--- config.mk ---
export PLATFORM = sky130hd
export DESIGN_NAME = chained_cfg_loader
export DESIGN_NICKNAME = d
export VERILOG_FILES = /design/src/rtl/ccl_pkg.sv /design/src/rtl/ccl_sync.sv /design/src/rtl/ccl_chain.sv /design/src/rtl/ccl_count.sv /design/src/rtl/chained_cfg_loader.sv
export SDC_FILE = /design/constraint.sdc
export NUM_CORES = 1
export LEC_CHECK = 0
export CAP_MARGIN = 20
export CORE_ASPECT_RATIO = 1.5
export CORE_MARGIN = 2
export CORE_UTILIZATION = 47
export DETAILED_ROUTE_END_ITERATION = 16
export DONT_BUFFER_PORTS = 1
export GPL_TIMING_DRIVEN = 0
export PLACE_DENSITY = 0.61
export RECOVER_POWER = 25
export SLEW_MARGIN = 25
export SYNTH_ARGS = -nofsm -noshare
export SYNTH_HDL_FRONTEND = slang
export SYNTH_SLANG_ARGS = --single-unit
--- constraint.sdc ---
create_clock -name clk -period 4.3 [get_ports clk]
set_input_delay 0.86 -clock clk [delete_from_list [all_inputs] [get_ports clk]]
set_output_delay 0.86 -clock clk [all_outputs]
set_load 0.02 [all_outputs]
--- src/rtl/ccl_pkg.sv ---
package ccl_pkg;

  function automatic int link_len(int nreg, int rw, int nshort, int drop);
    return nreg * rw - nshort * drop;
  endfunction

  // chain position of a flat register bit, -1 when the bit is outside the chain
  function automatic int flat_to_link(int idx, int rw, int nshort, int drop);
    int r;
    int b;
    r = idx / rw;
    b = idx % rw;
    if (r < nshort) begin
      if (b >= rw - drop) return -1;
      return r * (rw - drop) + b;
    end
    return nshort * (rw - drop) + (r - nshort) * rw + b;
  endfunction

  // flat register bit holding a given chain position
  function automatic int link_to_flat(int k, int rw, int nshort, int drop);
    int sw;
    sw = rw - drop;
    if (k < nshort * sw) return (k / sw) * rw + (k % sw);
    return nshort * rw + (k - nshort * sw);
  endfunction

endpackage

--- src/rtl/ccl_sync.sv ---
module ccl_sync #(
  parameter int W = 1
) (
  input  logic         clk,
  input  logic         rst_n,
  input  logic [W-1:0] in_i,
  output logic [W-1:0] sync_o
);
  logic [W-1:0] stage1_q;

  always_ff @(posedge clk or negedge rst_n) begin
    if (!rst_n) begin
      stage1_q <= '0;
      sync_o   <= '0;
    end else begin
      stage1_q <= in_i;
      sync_o   <= stage1_q;
    end
  end
endmodule

--- src/rtl/ccl_chain.sv ---
module ccl_chain
  import ccl_pkg::*;
#(
  parameter int NUM_REGS   = 9,
  parameter int REG_W      = 8,
  parameter int NUM_SHORT  = 2,
  parameter int SHORT_DROP = 2
) (
  input  logic                        clk,
  input  logic                        shift_i,
  input  logic                        data_i,
  output logic [NUM_REGS*REG_W-1:0]   regs_o
);
  localparam int TOTAL = NUM_REGS * REG_W;

  for (genvar i = 0; i < TOTAL; i++) begin : g_bit
    localparam int K = flat_to_link(i, REG_W, NUM_SHORT, SHORT_DROP);
    logic cell_q;
    if (K < 0) begin : g_fixed
      // outside the chain: no reset, never written
      always_ff @(posedge clk) cell_q <= cell_q;
    end else if (K == 0) begin : g_head
      always_ff @(posedge clk) if (shift_i) cell_q <= data_i;
    end else begin : g_link
      localparam int SRC = link_to_flat(K - 1, REG_W, NUM_SHORT, SHORT_DROP);
      always_ff @(posedge clk) if (shift_i) cell_q <= regs_o[SRC];
    end
    assign regs_o[i] = cell_q;
  end
endmodule

--- src/rtl/ccl_count.sv ---
module ccl_count #(
  parameter int LIMIT = 68,
  parameter int W     = $clog2(LIMIT + 1)
) (
  input  logic         clk,
  input  logic         rst_n,
  input  logic         en_i,
  input  logic         step_i,
  output logic [W-1:0] count_o
);
  localparam logic [W-1:0] TOP = W'(LIMIT);

  always_ff @(posedge clk or negedge rst_n) begin
    if (!rst_n)                       count_o <= '0;
    else if (!en_i)                   count_o <= '0;
    else if (step_i && count_o < TOP) count_o <= count_o + 1'b1;
  end
endmodule

--- src/rtl/chained_cfg_loader.sv ---
module chained_cfg_loader
  import ccl_pkg::*;
#(
  parameter int NUM_REGS   = 9,
  parameter int REG_W      = 8,
  parameter int NUM_SHORT  = 2,
  parameter int SHORT_DROP = 2,
  parameter int CHAIN_LEN  = link_len(NUM_REGS, REG_W, NUM_SHORT, SHORT_DROP),
  parameter int CNT_W      = $clog2(CHAIN_LEN + 1)
) (
  input  logic                       clk,
  input  logic                       rst_n,
  input  logic                       strap_i,
  input  logic                       pdn_i,
  input  logic                       sclk_i,
  input  logic                       sdata_i,
  output logic                       tail_o,
  output logic [CNT_W-1:0]           shift_count_o,
  output logic [NUM_REGS*REG_W-1:0]  cfg_o
);
  localparam int TOTAL     = NUM_REGS * REG_W;
  localparam int TAIL_FLAT = link_to_flat(CHAIN_LEN - 1, REG_W, NUM_SHORT, SHORT_DROP);

  logic [3:0]       sync_s;
  logic             strap_s, pdn_s, sclk_s, data_s;
  logic             strap_p, sclk_p;
  logic             load_en, shift_now, cap_now;
  logic [TOTAL-1:0] chain_q;

  ccl_sync #(.W(4)) u_sync (
    .clk    (clk),
    .rst_n  (rst_n),
    .in_i   ({strap_i, pdn_i, sclk_i, sdata_i}),
    .sync_o (sync_s)
  );
  assign {strap_s, pdn_s, sclk_s, data_s} = sync_s;

  always_ff @(posedge clk or negedge rst_n) begin
    if (!rst_n) begin
      strap_p <= 1'b0;
      sclk_p  <= 1'b0;
    end else begin
      strap_p <= strap_s;
      sclk_p  <= sclk_s;
    end
  end

  assign load_en   = strap_s & pdn_s;
  assign shift_now = load_en & sclk_p & ~sclk_s;
  assign cap_now   = strap_p & ~strap_s;

  ccl_chain #(
    .NUM_REGS   (NUM_REGS),
    .REG_W      (REG_W),
    .NUM_SHORT  (NUM_SHORT),
    .SHORT_DROP (SHORT_DROP)
  ) u_chain (
    .clk     (clk),
    .shift_i (shift_now),
    .data_i  (data_s),
    .regs_o  (chain_q)
  );

  ccl_count #(.LIMIT(CHAIN_LEN), .W(CNT_W)) u_count (
    .clk     (clk),
    .rst_n   (rst_n),
    .en_i    (load_en),
    .step_i  (shift_now),
    .count_o (shift_count_o)
  );

  always_ff @(posedge clk or negedge rst_n) begin
    if (!rst_n)       cfg_o <= '0;
    else if (cap_now) cfg_o <= chain_q;
  end

  assign tail_o = chain_q[TAIL_FLAT];
endmodule

-- Word level (Yosys, flattened, before mapping)
Cells that the tools add are included.
- input bits: 6
- register bits: 153
- output and inout port bits: 80
- word-level logic and storage cells: 86
- $lt $le $gt $ge: 1
- add/subtract/negate cells: 1
- reductions and logical operators: 1
- bitwise operators: 6
- multiplexer cells: 2
- equality and inequality tests: 1
- operators with widths (cell ; number):
    $mux 7 ; 2
    $add 7x1->7 const B ; 1
    $lt 7x7->1 const B ; 1
    $and 1x1->1 ; 4
    $ne 2x1->1 const B ; 1
    $not 1->1 ; 2
    $logic_and 1x1->1 ; 1

-- Depth between registers and ports, before layout
- depth after elaboration: 6
- depth in mapped cells: 5

-- Modules after synthesis
From an unflattened synthesis, not the netlist that was laid out.
- cell total of the unflattened synthesis: 342
- area total of the unflattened synthesis: 6269.8 um2
- by module, submodules not included (module ; area an instance (um2) ; times used ; cells an instance):
    chained_cfg_loader ; 3115.5 ; 1 ; 157
    ccl_chain ; 2586.2 ; 1 ; 141
    ccl_count ; 367.9 ; 1 ; 36
    ccl_sync ; 200.2 ; 1 ; 8

-- Least setup slack after synthesis
No wires, ideal clock.
- path kind: register to register
- from: register u_sync.sync_o[3]
- to: register u_count.count_o[1]
- cell stages (with the launch flop): 5
- period minus slack after synthesis: 2682 ps
- setup slack: 1618 ps
- library setup time: 121 ps
- path buffers: 0
- arrival time: 2561 ps
- cells stage by stage: dfrtp_1 -> nand4b_1 -> inv_1 -> nand2_1 -> a41o_1
- word-level cells in the longest chain between the ends: 5
- ends and longest elaborated chain (item ; RTL line ; RTL):
    start: declaration ; ccl_sync.sv:7 ; output logic [W-1:0] sync_o
    start signal: assignment ; ccl_sync.sv:17 ; sync_o <= stage1_q;
    $and 1x1->1 ; chained_cfg_loader.sv:48 ; assign load_en = strap_s & pdn_s;
    $and 1x1->1 (2 in series) ; chained_cfg_loader.sv:49 ; assign shift_now = load_en & sclk_p & ~sclk_s;
    via shift_now ; chained_cfg_loader.sv:27 ; logic load_en, shift_now, cap_now;
    $logic_and 1x1->1 ; ccl_count.sv:16 ; else if (step_i && count_o < TOP) count_o <= count_o + 1'b1;
    $ne 2x1->1 (no line) ; -- ;
    end signal: assignment ; ccl_count.sv:16 ;
    end: declaration ; ccl_count.sv:9 ; output logic [W-1:0] count_o
The timed path passes the listed nets, and every way through them passes these cells.
A chain may end at the register's enable or synchronous reset.

-- Worst setup path in the final report
Same ends and word-level chain as after synthesis.

==> load_flow_metrics.sql <==
INSERT INTO impl_metrics (metric_group, metric, value, unit) VALUES
('power', 'share_clk_of_total_power', '45.3', '%'),
('yosys', 'synth_seq_area_share', '79.8', '%'),
('timing', 'finalSetupViolations', '0', ''),
('setup_path', 'critical_path_class', 'register to register', ''),
('route', 'viasPerCell', '5.17', ''),
('power', 'internal_power', '2.54', 'mW'),
('placement', 'port_buffers', '0', ''),
('placement', 'dpl.hpwl', '4880', 'um'),
('clocking', 'cts_hold_buffers', '0', ''),
('timing', 'timing.final.crit_share', '45.4', '%'),
('yosys', 'ys_seq_elements', '153', ''),
('route', 'ant_nets', '0', ''),
('global_routing', 'grt_pass1_vias', '2369', ''),
('placement', 'dp_worst_setup_slack', '2.29', 'ns'),
('yosys', 'ys.warnings.count', '0', ''),
('placement', 'placedInstanceArea', '5450', 'um2'),
('timing', 'fmaxAchievable', '512', 'MHz'),
('clocking', 'htree_num_levels', '4', ''),
('cells_and_area', 'multi_input_comb_area', '977', 'um2'),
('placement', 'gpl.final_weighted_congestion', '0.690', ''),
('clocking', 'tritoncts', 'yes', ''),
('floorplan', 'fp.dieH', '133', 'um'),
('power', 'switchingPower', '691', 'uW'),
('setup_path', 'critical_path_arrival', '2.25', 'ns'),
('clocking', 'numCtsBuffers', '17', ''),
('cells_and_area', 'seqCellArea', '4170', 'um2'),
('yosys', 'syn-mean-instance-area', '19.9', 'um2'),
('route', 'post_drt_wl_per_cell', '18.2', 'um'),
('cells_and_area', 'flow.area_growth_from_synthesis', '15.4', '%'),
('power', 'power.total', '3.24', 'mW'),
('floorplan', 'die-area', '12000', 'um2'),
('route', 'post-route-drc-count', '0', ''),
('timing', 'final.min_clock_period', '1.95', 'ns'),
('global_routing', 'grt_antenna_before_repair', '0', ''),
('yosys', 'postSynthCellCount', '263', ''),
('setup_path', 'critical_path.endpoint_type', 'register', ''),
('power', 'switching_share', '21.4', '%'),
('cells_and_area', 'final_util', '55.1', '%'),
('clocking', 'postCtsSetupRepairBufs', '0', ''),
('floorplan', 'chipWidth', '90.1', 'um'),
('placement', 'dpl.cell_count', '414', ''),
('setup_path', 'crit_path_start_kind', 'register', ''),
('clocking', 'clock_insertion_delay_worst_skew', '0.41', 'ns'),
('cells_and_area', 'fin_nets', '293', ''),
('global_routing', 'groute.usage.overall', '14.3', '%'),
('job', 'drv.max_cap_violation_count', '0', ''),
('timing', 'setup-tns-final', '0', 'ns'),
('timing', 'finalMaxSlewViolations', '0', ''),
('timing', 'timing.final.ws_setup', '2.35', 'ns'),
('route', 'wl', '8100', 'um'),
('global_routing', 'grt_remaining_overflow', '0', ''),
('clocking', 'max-clock-path-buffers', '2', ''),
('power', 'combPwrFrac', '2.7', '%'),
('route', 'route.vias.total', '2306', ''),
('power', 'vdd_ir_drop_max', '0.279', 'mV'),
('floorplan', 'effective_utilization_at_floorplan', '47.8', '%'),
('cells_and_area', 'final.fill_count', '903', ''),
('timing', 'rsz0062_at_grt', 'no', ''),
('timing', 'hold_viol_final', '0', ''),
('floorplan', 'core-area', '10900', 'um2'),
('yosys', 'mappedNetlistArea', '5230', 'um2'),
('cells_and_area', 'postLayoutCellArea', '6030', 'um2'),
('power', 'seqPwrFrac', '52.0', '%'),
('clocking', 'clk_pin_slew_worst_paths', '0.06', 'ns'),
('global_routing', 'grt_pass1_wl', '12900', 'um'),
('status', 'result_of_the_run', 'completed', ''),
('clocking', 'cts_repair_resize_count', '0', ''),
('setup_path', 'crit_required', '4.59', 'ns'),
('route', 'drt-initial-drc-count', '90', ''),
('yosys', 'ys_types', '26', ''),
('clocking', 'root_buffer', 'sky130_fd_sc_hd__clkbuf_16', '');
-- power groups by stage --
stage	logic, mW	registers, mW	clock network, mW
finish	0.0880	1.68	1.46
detailed placement	0.0904	1.71	0
floorplan	0.0765	1.70	0
global route	0.0963	1.69	1.57
CTS	0.0905	1.69	1.50
global placement	0.0854	1.71	0
-- path summary, 6_finish.rpt --
kind	start	cells past startpoint	end	slack [ns]
max	u_sync.sync_o[3]$_DFF_PN0_	5	u_count.count_o[1]$_DFFE_PN0P_	2.35
min	rst_n	0	u_count.count_o[0]$_DFFE_PN0P_	0.15
max reg2reg	u_sync.sync_o[3]$_DFF_PN0_	5	u_count.count_o[1]$_DFFE_PN0P_	2.35
min reg2reg	u_sync.stage1_q[2]$_DFF_PN0_	0	u_sync.sync_o[2]$_DFF_PN0_	0.35
max in group asynchronous	rst_n	0	cfg_o[35]$_DFFE_PN0P_	3.99
min in group clk	u_sync.stage1_q[2]$_DFF_PN0_	0	u_sync.sync_o[2]$_DFF_PN0_	0.35
-- state kept, by name (all words and copies together), names as in the netlist --
signal and flops:
u_sync.sync_o 4, cfg_o 68, sclk_p 1, u_count.count_o 7, u_sync.stage1_q 4, strap_p 1
u_chain.g_bit.cell_q 68
-- layer usage --
layer  global-route usage [%]  vias to the layer above  routed length (um)
met5                        0                        -                   0
met3                     5.60                       10                 443
met2                     21.9                       62                4130
met1                     17.6                     1223                3370
li1                         -                     1011                   -
met4                     7.52                        0                 160
-- worst max-delay path: stages (launching register included) --
cell                       delay [ns]
sky130_fd_sc_hd__dfrtp_1         0.46
sky130_fd_sc_hd__nand4b_1        0.28
sky130_fd_sc_hd__inv_4           0.43
sky130_fd_sc_hd__buf_12          0.29
sky130_fd_sc_hd__nand2_1         0.12
sky130_fd_sc_hd__a41o_1          0.25
-- cell type report --
cell class	count	area share (%)
repair buffers	1	0.332
well taps	147	3.05
flip-flops and latches	153	69.1
plain buffers	12	1.47
multi-input cells	100	16.2
clock buffers	20	7.24
clock inverters	12	2.49
inverters	1	0.104
-- synthesized netlist by cell type (all sizes together) --
| cell | n | area share, % |
|---|---|---|
| nand3 | 2 | 0.19 |
| edfxtp | 68 | 39 |
| a31oi | 2 | 0.24 |
| conb | 1 | 0.072 |
| nand2 | 3 | 0.22 |
| nor3 | 2 | 0.19 |
| clkbuf | 1 | 0.096 |
| and4 | 1 | 0.17 |
| and3 | 1 | 0.12 |
| mux2 | 68 | 15 |
| a21oi | 2 | 0.19 |
| dfrtp | 85 | 41 |
| nor2 | 1 | 0.072 |
| nand4b | 3 | 0.50 |
| o41ai | 1 | 0.31 |
| o21ai | 2 | 0.19 |
| a41o | 1 | 0.19 |
| inv | 1 | 0.072 |
| or3 | 2 | 0.24 |
| and4b | 1 | 0.19 |
| buf | 11 | 1.6 |
| mux2i | 2 | 0.38 |
| nor2b | 1 | 0.12 |
| ha | 1 | 0.24 |
-- kinds of logic (layout without fill, tap and decap cells) --
group	after synthesis	after routing	synth area share (%)
adders and majority gates	1	1	0.239
buffers and inverters	13	46	1.77
other	1	4	0.0717
muxes	70	70	15.0
AOI/OAI and AO/OA	8	8	1.13
DFF	153	153	79.8
and+or+nand+nor	17	17	2.01
Note: power is estimated with default switching activity, not from simulation.
